--- src/rtl/bt_pkg.sv ---
package bt_pkg;
  typedef enum logic [1:0] {
    HIT_NONE = 2'd0,
    HIT_MEM  = 2'd1,
    HIT_IO   = 2'd2
  } hit_e;

  typedef struct packed {
    logic rd;
    logic wr;
    logic ack;
  } strobe_t;
endpackage

--- src/rtl/bt_addr_latch.sv ---
module bt_addr_latch #(
  parameter int HI_W = 12,
  parameter int LO_W = 8
) (
  input  logic            clk,
  input  logic            rst_n,
  input  logic            ale,
  input  logic [LO_W-1:0] ad_i,
  input  logic [HI_W-1:0] addr_hi,
  input  logic            space_mem,
  output logic [LO_W-1:0] lat_lo,
  output logic [HI_W-1:0] lat_hi,
  output logic            lat_mem
);
  // follow the bus while the strobe is high, hold once it drops
  always_ff @(posedge clk or negedge rst_n) begin
    if (!rst_n) begin
      lat_lo  <= '0;
      lat_hi  <= '0;
      lat_mem <= 1'b0;
    end else if (ale) begin
      lat_lo  <= ad_i;
      lat_hi  <= addr_hi;
      lat_mem <= space_mem;
    end
  end
endmodule

--- src/rtl/bt_wait_gen.sv ---
module bt_wait_gen #(
  parameter int WAIT_W = 3
) (
  input  logic              clk,
  input  logic              rst_n,
  input  logic              active,
  input  logic [WAIT_W-1:0] load_val,
  output logic              ready
);
  logic              active_q;
  logic [WAIT_W-1:0] cnt_q;

  always_ff @(posedge clk or negedge rst_n) begin
    if (!rst_n) begin
      active_q <= 1'b0;
      cnt_q    <= '0;
    end else begin
      active_q <= active;
      if (!active)
        cnt_q <= '0;
      else if (!active_q)
        cnt_q <= load_val;
      else if (cnt_q != '0)
        cnt_q <= cnt_q - 1'b1;
    end
  end

  assign ready = (cnt_q == '0);
endmodule

--- src/rtl/bt_store.sv ---
module bt_store
  import bt_pkg::*;
#(
  parameter int LO_W  = 8,
  parameter int IO_AW = 4
) (
  input  logic            clk,
  input  logic            rst_n,
  input  hit_e            hit,
  input  logic [LO_W-1:0] index,
  input  logic            wr_en,
  input  logic [LO_W-1:0] wdata,
  output logic [LO_W-1:0] rdata
);
  localparam int MEM_DEPTH = 1 << LO_W;
  localparam int IO_REGS   = 1 << IO_AW;

  logic [LO_W-1:0] mem_q [MEM_DEPTH];
  logic [IO_REGS-1:0][LO_W-1:0] io_flat;

  always_ff @(posedge clk or negedge rst_n) begin
    if (!rst_n) begin
      for (int i = 0; i < MEM_DEPTH; i++) mem_q[i] <= '0;
    end else if (wr_en && hit == HIT_MEM) begin
      mem_q[index] <= wdata;
    end
  end

  for (genvar gi = 0; gi < IO_REGS; gi++) begin : g_ioreg
    logic [LO_W-1:0] reg_q;
    always_ff @(posedge clk or negedge rst_n) begin
      if (!rst_n)
        reg_q <= '0;
      else if (wr_en && hit == HIT_IO && index[IO_AW-1:0] == IO_AW'(gi))
        reg_q <= wdata;
    end
    assign io_flat[gi] = reg_q;
  end

  always_comb begin
    case (hit)
      HIT_MEM: rdata = mem_q[index];
      HIT_IO:  rdata = io_flat[index[IO_AW-1:0]];
      default: rdata = '1;
    endcase
  end
endmodule

--- src/rtl/bus_target.sv ---
module bus_target
  import bt_pkg::*;
#(
  parameter int              HI_W     = 12,
  parameter int              LO_W     = 8,
  parameter int              IO_AW    = 4,
  parameter int              WAIT_W   = 3,
  parameter logic [HI_W-1:0] MEM_PAGE = 12'h0A0,
  parameter logic [HI_W-1:0] IO_PAGE  = 12'h000,
  parameter logic [LO_W-1:0] IO_BASE  = 8'h30
) (
  input  logic              clk,
  input  logic              rst_n,
  input  logic              ale,
  input  logic [LO_W-1:0]   ad_i,
  input  logic [HI_W-1:0]   addr_hi,
  input  logic              space_mem,
  input  logic              rd_n,
  input  logic              wr_n,
  input  logic              inta_n,
  input  logic [WAIT_W-1:0] cfg_mem_waits,
  input  logic [WAIT_W-1:0] cfg_io_waits,
  input  logic [LO_W-1:0]   cfg_vector,
  output logic [LO_W-1:0]   ad_o,
  output logic              ad_oe,
  output logic              ready
);
  logic [LO_W-1:0]   lat_lo;
  logic [HI_W-1:0]   lat_hi;
  logic              lat_mem;
  hit_e              hit;
  strobe_t           st;
  logic              any_st;
  logic              wr_q;
  logic [LO_W-1:0]   wdat_q;
  logic              wr_commit;
  logic [WAIT_W-1:0] load_val;
  logic [LO_W-1:0]   rdata;

  bt_addr_latch #(.HI_W(HI_W), .LO_W(LO_W)) u_latch (
    .clk(clk), .rst_n(rst_n), .ale(ale), .ad_i(ad_i), .addr_hi(addr_hi),
    .space_mem(space_mem), .lat_lo(lat_lo), .lat_hi(lat_hi), .lat_mem(lat_mem)
  );

  // space decode on the latched address
  always_comb begin
    hit = HIT_NONE;
    if (lat_mem && lat_hi == MEM_PAGE)
      hit = HIT_MEM;
    else if (!lat_mem && lat_hi == IO_PAGE &&
             lat_lo[LO_W-1:IO_AW] == IO_BASE[LO_W-1:IO_AW])
      hit = HIT_IO;
  end

  assign st.rd  = ~rd_n;
  assign st.wr  = ~wr_n;
  assign st.ack = ~inta_n;
  assign any_st = st.rd | st.wr | st.ack;

  // write data is taken while the strobe is low, committed on its release
  always_ff @(posedge clk or negedge rst_n) begin
    if (!rst_n) begin
      wr_q   <= 1'b0;
      wdat_q <= '0;
    end else begin
      wr_q <= st.wr;
      if (st.wr) wdat_q <= ad_i;
    end
  end

  assign wr_commit = wr_q & ~st.wr & (hit != HIT_NONE);

  bt_store #(.LO_W(LO_W), .IO_AW(IO_AW)) u_store (
    .clk(clk), .rst_n(rst_n), .hit(hit), .index(lat_lo),
    .wr_en(wr_commit), .wdata(wdat_q), .rdata(rdata)
  );

  always_comb begin
    if (st.ack)
      load_val = cfg_io_waits;
    else if (hit == HIT_MEM)
      load_val = cfg_mem_waits;
    else if (hit == HIT_IO)
      load_val = cfg_io_waits;
    else
      load_val = '0;
  end

  bt_wait_gen #(.WAIT_W(WAIT_W)) u_wait (
    .clk(clk), .rst_n(rst_n), .active(any_st), .load_val(load_val), .ready(ready)
  );

  // acknowledge wins over read; lines released otherwise
  assign ad_oe = st.rd | st.ack;
  always_comb begin
    if (st.ack)
      ad_o = cfg_vector;
    else if (st.rd)
      ad_o = rdata;
    else
      ad_o = '0;
  end
endmodule

--- config.mk ---
export PLATFORM = sky130hd
export DESIGN_NAME = bus_target
export DESIGN_NICKNAME = d
export VERILOG_FILES = /design/src/rtl/bt_pkg.sv /design/src/rtl/bt_addr_latch.sv /design/src/rtl/bt_wait_gen.sv /design/src/rtl/bt_store.sv /design/src/rtl/bus_target.sv
export SDC_FILE = /design/constraint.sdc
export NUM_CORES = 2
export LEC_CHECK = 0
export BUFFER_PORTS_ARGS = -buffer_cell sky130_fd_sc_hd__buf_2
export CORE_UTILIZATION = 50
export DETAILED_ROUTE_END_ITERATION = 8
export GPL_TIMING_DRIVEN = 0
export PLACE_DENSITY_LB_ADDON = 0.25
export SLEW_MARGIN = 15
export SYNTH_ARGS = -nofsm -noshare
export SYNTH_HDL_FRONTEND = slang
export SYNTH_HIERARCHICAL = 1
export SYNTH_SLANG_ARGS = --single-unit
--- constraint.sdc ---
create_clock -name clk -period 2.85 [get_ports clk]
set_input_delay 0 -clock clk [delete_from_list [all_inputs] [get_ports clk]]
set_output_delay 0 -clock clk [all_outputs]
set_load 0.02 [all_outputs]
# Word-level counts from Yosys, hierarchy flattened
# Cells that the tools add are included.
[classes]
addsub = 1
mul = 0
div_mod_pow = 0
order_cmp = 3
n_eq_ne = 20
shifts = 0
muxes = 19
n_bitwise = 9
reduce_logical = 28
[op_table]
columns = ["op", "count"]
rows = [
  ["$bwmux 2048", 1],
  ["$bmux 8 s8", 1],
  ["$demux 8 s8", 1],
  ["$mux 8", 6],
  ["$bmux 8 s4", 1],
  ["$eq 4x4->1 const B", 8],
  ["$logic_and 1x1->1", 22],
  ["$mux 3", 6],
  ["$eq 4x3->1 const B", 4],
  ["$pmux 8 s2", 1],
  ["$eq 12x8->1 const B", 1],
  ["$eq 4x2->1 const B", 3],
  ["$logic_not 12->1", 1],
  ["$ge 9x9->1 const B", 1],
  ["$lt 9x1->1 const B", 1],
  ["$not 8->9", 1],
  ["$lt 4x5->1 const B", 1],
  ["$eq 4x1->1 const B", 1],
  ["$logic_not 4->1", 1],
  ["$mux 2", 2],
  ["$logic_not 3->1", 1],
  ["$ne 3x3->1 const B", 1],
  ["$not 1->1", 3],
  ["$or 1x1->1", 3],
  ["7 further kinds", 8],
]
[word_totals]
regBits = 2210
latch_bits = 0
ram_bits = 0
romBits = 0
input_bits = 41
output_inout_bits = 10
memories = 0

# Logic depth before layout (Yosys ltp)
[depth]
depth_word = 11
mapped_depth = 15
mapped_depth_nobuf = 10

# By module
# The synthesis kept the hierarchy.
[by_module_without_submodules]
columns = ["mod", "instances", "cells_each", "area_each_um2"]
rows = [
  ["bt_store", 1, 6577, 99538.0],
  ["bt_addr_latch", 1, 44, 859.6],
  ["bus_target", 1, 76, 704.4],
  ["bt_wait_gen", 1, 21, 203.9],
]

# Worst setup path before layout
# OpenSTA, ideal clock, no wires.
[synth_path]
path_type = "flip-flop to output port"
from = "reg u_latch.lat_lo[1]"
to = "out ad_o[7]"
arrival_ns = 2.892
required_time_ns = 2.850
path_slack_ns = -0.042
stages_incl_launch_ff = 13
path_buffers = 4
cell_sequence = "dfrtp_1 -> buf_2 -> buf_2 -> buf_2 -> buf_2 -> mux4_2 -> a22oi_1 -> nand4_1 -> nor4_1 -> o211ai_1 -> a311o_1 -> nand2_1 -> o21ai_0"
[synth_via]
elab_chain_cells = 7
elab_cells_between_ends = 9
classes_between = "mux (8); bitwise (1)"
[synth_lines]
columns = ["element", "line_no", "text"]
rows = [
  ["from (decl)", "bt_addr_latch.sv:11", "output logic [LO_W-1:0] lat_lo,"],
  ["from (signal assigned)", "bt_addr_latch.sv:22", "lat_lo <= ad_i;"],
  ["$not 8->9 (not written as such)", "bt_store.sv:42", "HIT_MEM: rdata = mem_q[index];"],
  ["$bmux 8 s8", "bt_store.sv:42", ""],
  ["$mux 8 (not written as such) (2 in series)", "bt_store.sv:42", ""],
  ["$pmux 8 s2 *", "bt_store.sv:41", "case (hit)"],
  ["via rdata[7]", "bus_target.sv:38", "logic [LO_W-1:0] rdata;"],
  ["$mux 8 *", "bus_target.sv:98", "else if (st.rd)"],
  ["$mux 8 *", "bus_target.sv:96", "if (st.ack)"],
  ["to (decl)", "bus_target.sv:24", "output logic [LO_W-1:0] ad_o,"],
]
# The timed path passes the listed nets; every way through them passes the cells marked *. The select of a mux whose other input is x is not followed.

# Final worst setup path
[layout_path]
from = "reg u_latch.lat_lo[3]"
to = "out ad_o[5]"
# The elaborated chain is that of the path after synthesis.

==> impl_metrics.tcl <==
set metrics [dict create \
    die_w_um 452 \
    synth-adder-area-share_pct 0.0494 \
    grt_first_pass_wirelength_um 528000 \
    dp_hpwl_um 261000 \
    clkSinkCount 2210 \
    power.density_nw_per_um2 583 \
    fin_crit_sh_pct 160 \
    fin_util_pct 60.4 \
    cp_max_fo 10 \
    final_cells 10100 \
    synth_compound_area_share_pct 2.41 \
    synth_edf_count 0 \
    endpoint_kind "output pin" \
    htree_num_levels 4 \
    dr.pass1.iters 8 \
    crit_required_ns 2.85 \
    power_mw 70.6 \
    synthTopCellsByArea "dfrtp_1 55%, mux2_2 24%, mux4_2 9.0%" \
    setup_violations 2168 \
    wl_per_cell_um 37.3 \
    clock-root-buffer "clkbuf_16" \
    leakage_nw 57.2 \
    ys_ff_latch 2210 \
    slew_headroom_pct 13.2 \
    cts_tree "built" \
    async_flop_share_pct 100 \
    ys.warnings.count 6 \
    synth-simple-area-share_pct 3.15 \
    syn_inst 6718 \
    die_area_um2 204000 \
    crit_path_start "u_latch/lat_lo[3]" \
    muxShareOfSynthArea_pct 37.5 \
    gr-total-overflow 0 \
    synth_top_area_share_pct 54.6 \
    whs_ns -0.940 \
    syn_area_per_cell_um2 15.1 \
    criticalPathCategory "register to output pin" \
    outcome "finished, violations left" \
    hold_path.class "input pin to async pin" \
    drc_errors 1 \
    clockBufferDepth 3 \
    grt_setup_unrepaired "yes" \
    hold_buffers 71 \
    grt_max_degree 147 \
    via_per_inst 6.59 \
    hold_viol 613 \
    num_rows 164 \
    ys_types 65 \
    synth_top_family_by_area "multiplexers" \
    startpoint_type "register" \
    dr.first_iter.drc_count 7971 \
    synth_nets 6763 \
    ys.flop_type "dfrtp_1" \
    violations "design-rule violations, negative hold slack, negative setup slack" \
    final_nets 7332 \
    layout_setup_ws_ns -1.71 \
    ios 51 \
    synth-seq-area-share_pct 54.6 \
    slew_viol_final 0 \
    die_y_um 452 \
    ant_nets 0 \
    finClkSkew_ns 0.0456 \
    yosysTopAreaCell "dfrtp_1" \
    syn2layout_area_growth_pct 19.6 \
    yosysMostFrequentCell "dfrtp_1" \
    critical_path_arrival_ns 4.56 \
    start_util_pct 50.5 \
    tns_ns -1152.37 \
    cts_buffers 227 \
    dp_cells 9450 \
    synth_common_cells "2210 x dfrtp_1, 2179 x mux2_2, 404 x mux4_2" \
    grt_use_total_pct 37.0 \
    ir_drop_mv 0.825 \
    tightest_slew_ns 1.30 \
    grt_pass1_vias 67800 \
    coreArea_um2 200000 \
    port_buffers 49 \
    synth_xor_area_share_pct 0.00865 \
    r2r-start "u_latch/lat_lo[1]" \
    gp_congestion 1.01 \
    fmax_mhz 219 \
    path_clk_slew_ns 0.06 \
    vias 66700 \
    clock_latency_ns 0.90 \
    wl_um 378000 \
    drive_gt1_share_pct 52.8 \
    drv_cap 0 \
    syn_area_um2 101000 \
    antenna_found_initial 14 \
    period_minus_slack_ns 4.56 \
]
==> area by class of cell <==
cell class              instances  area, um2
diodes                          6       15.0
repair buffers                357       4370
clock buffers                 337       6740
multi-input cells            3990      46300
flip-flops and latches       2210      55300
inverters                      18       72.6
fillers                     14900      79300
clock inverters                69        800
plain buffers                 483       4280
well taps                    2656       3320
==> power by group <==
part | switching (mW) | internal [mW]
clock network | 13.0 | 17.3
logic | 6.25 | 2.51
registers | 0.0938 | 31.4
==> cell usage in the layout (no fill, tap or decap), types with 13 or more instances in the layout <==
cell type      count
buf_8             32
clkbuf_2          35
a21oi_1           41
nor2_4            96
nand3_1           42
mux2i_2           29
mux2_4            82
mux4_2           405
a22oi_2           20
mux2i_4           13
nor2_2            80
clkbuf_4          21
nand2_1          128
dfrtp_1         2203
mux2_2          2117
a22oi_1           93
mux2i_1          325
o22ai_2           14
buf_12           118
buf_2             52
nand2_2           30
buf_4            140
buf_6             62
nand2_8           16
clkbuf_16        235
o22ai_1           84
nand4_1           27
dlygate4sd3_1     71
clkbuf_1         276
inv_1             16
nand3_2           13
clkinv_2          39
buf_16            54
clkbuf_8          72
o211ai_1          17
mux2_1            17
nor2_1            74
o21ai_0           19
o21ai_2           16
==> worst max-delay path: stages (launching register included) <==
cell,delay (ns)
dfrtp_2,0.47
buf_6,0.25
buf_6,0.36
clkbuf_4,0.36
mux4_2,0.36
mux2i_2,0.47
o22ai_1,0.14
nor2_1,0.22
a32oi_4,0.22
a211o_4,0.41
nand2_1,0.06
o21ai_0,0.09
buf_2,0.21
==> layer usage <==
metal  vias to the layer above  GRT usage (%)  part of all wire, %
li1                      26100              -                    -
met1                     36100           48.8                   38
met2                      3496           53.2                   43
met3                      1039           10.5                   10
met4                         6           24.7                  8.0
met5                         -         0.0700                0.020
==> state kept, by name (all words and copies together), names as in the netlist <==
signal	cells
u_latch/lat_lo	8
wr_q	1
u_latch/lat_mem	1
u_store/g_ioreg.reg_q	128
u_store/mem_q	2048
u_wait/active_q	1
u_wait/cnt_q	3
u_latch/lat_hi	12
wdat_q	8
==> logic make-up (layout without fill, tap and decap cells) <==
| family | count (synthesis) | count (layout) |
|---|---|---|
| AOI/OAI and AO/OA | 370 | 370 |
| and+or+nand+nor | 619 | 619 |
| DFF | 2210 | 2210 |
| other | 0 | 6 |
| buffers and inverters | 518 | 1264 |
| muxes | 2996 | 2996 |
| adders and majority gates | 4 | 4 |
| xor gates and xnor gates | 1 | 1 |
==> through the flow <==
step           setup WS (ns)  hold WS, ns  area, um2
6_report               -1.71       -0.940     121000
5_1_grt                -1.68       -0.886     121000
4_1_cts                -1.61       -0.911     118000
3_5_place_dp           -3.52       0.0276     106000
3_3_place_gp          -46.43        0.233     105000
2_1_floorplan       -0.00708       -0.296     101000
==> final timing paths <==
path | end | slack, ns | depth (start not counted)
max in group asynchronous | u_store/mem_q[48] | 0.65 | 5
worst max-delay path | ad_o[5] | -1.71 | 12
worst max register to register | u_store/mem_q[1790] | -1.01 | 13
min in group clk | wr_q | 0.07 | 4
worst min register to register | u_store/mem_q[637] | 0.50 | 1
worst min-delay path | u_store/mem_q[1515] | -0.94 | 1
==> repair_timing <==
item | in CTS | in global routing
resized for setup | 844 | 405
pin swaps | 76 | 118
cloned | 6 | 4
buffers inserted | 75 | 125
endpoints found under the setup margin | 2184 | 2184
endpoints found under the hold margin | 647 | 592
Note: power is estimated with default switching activity, not from simulation.
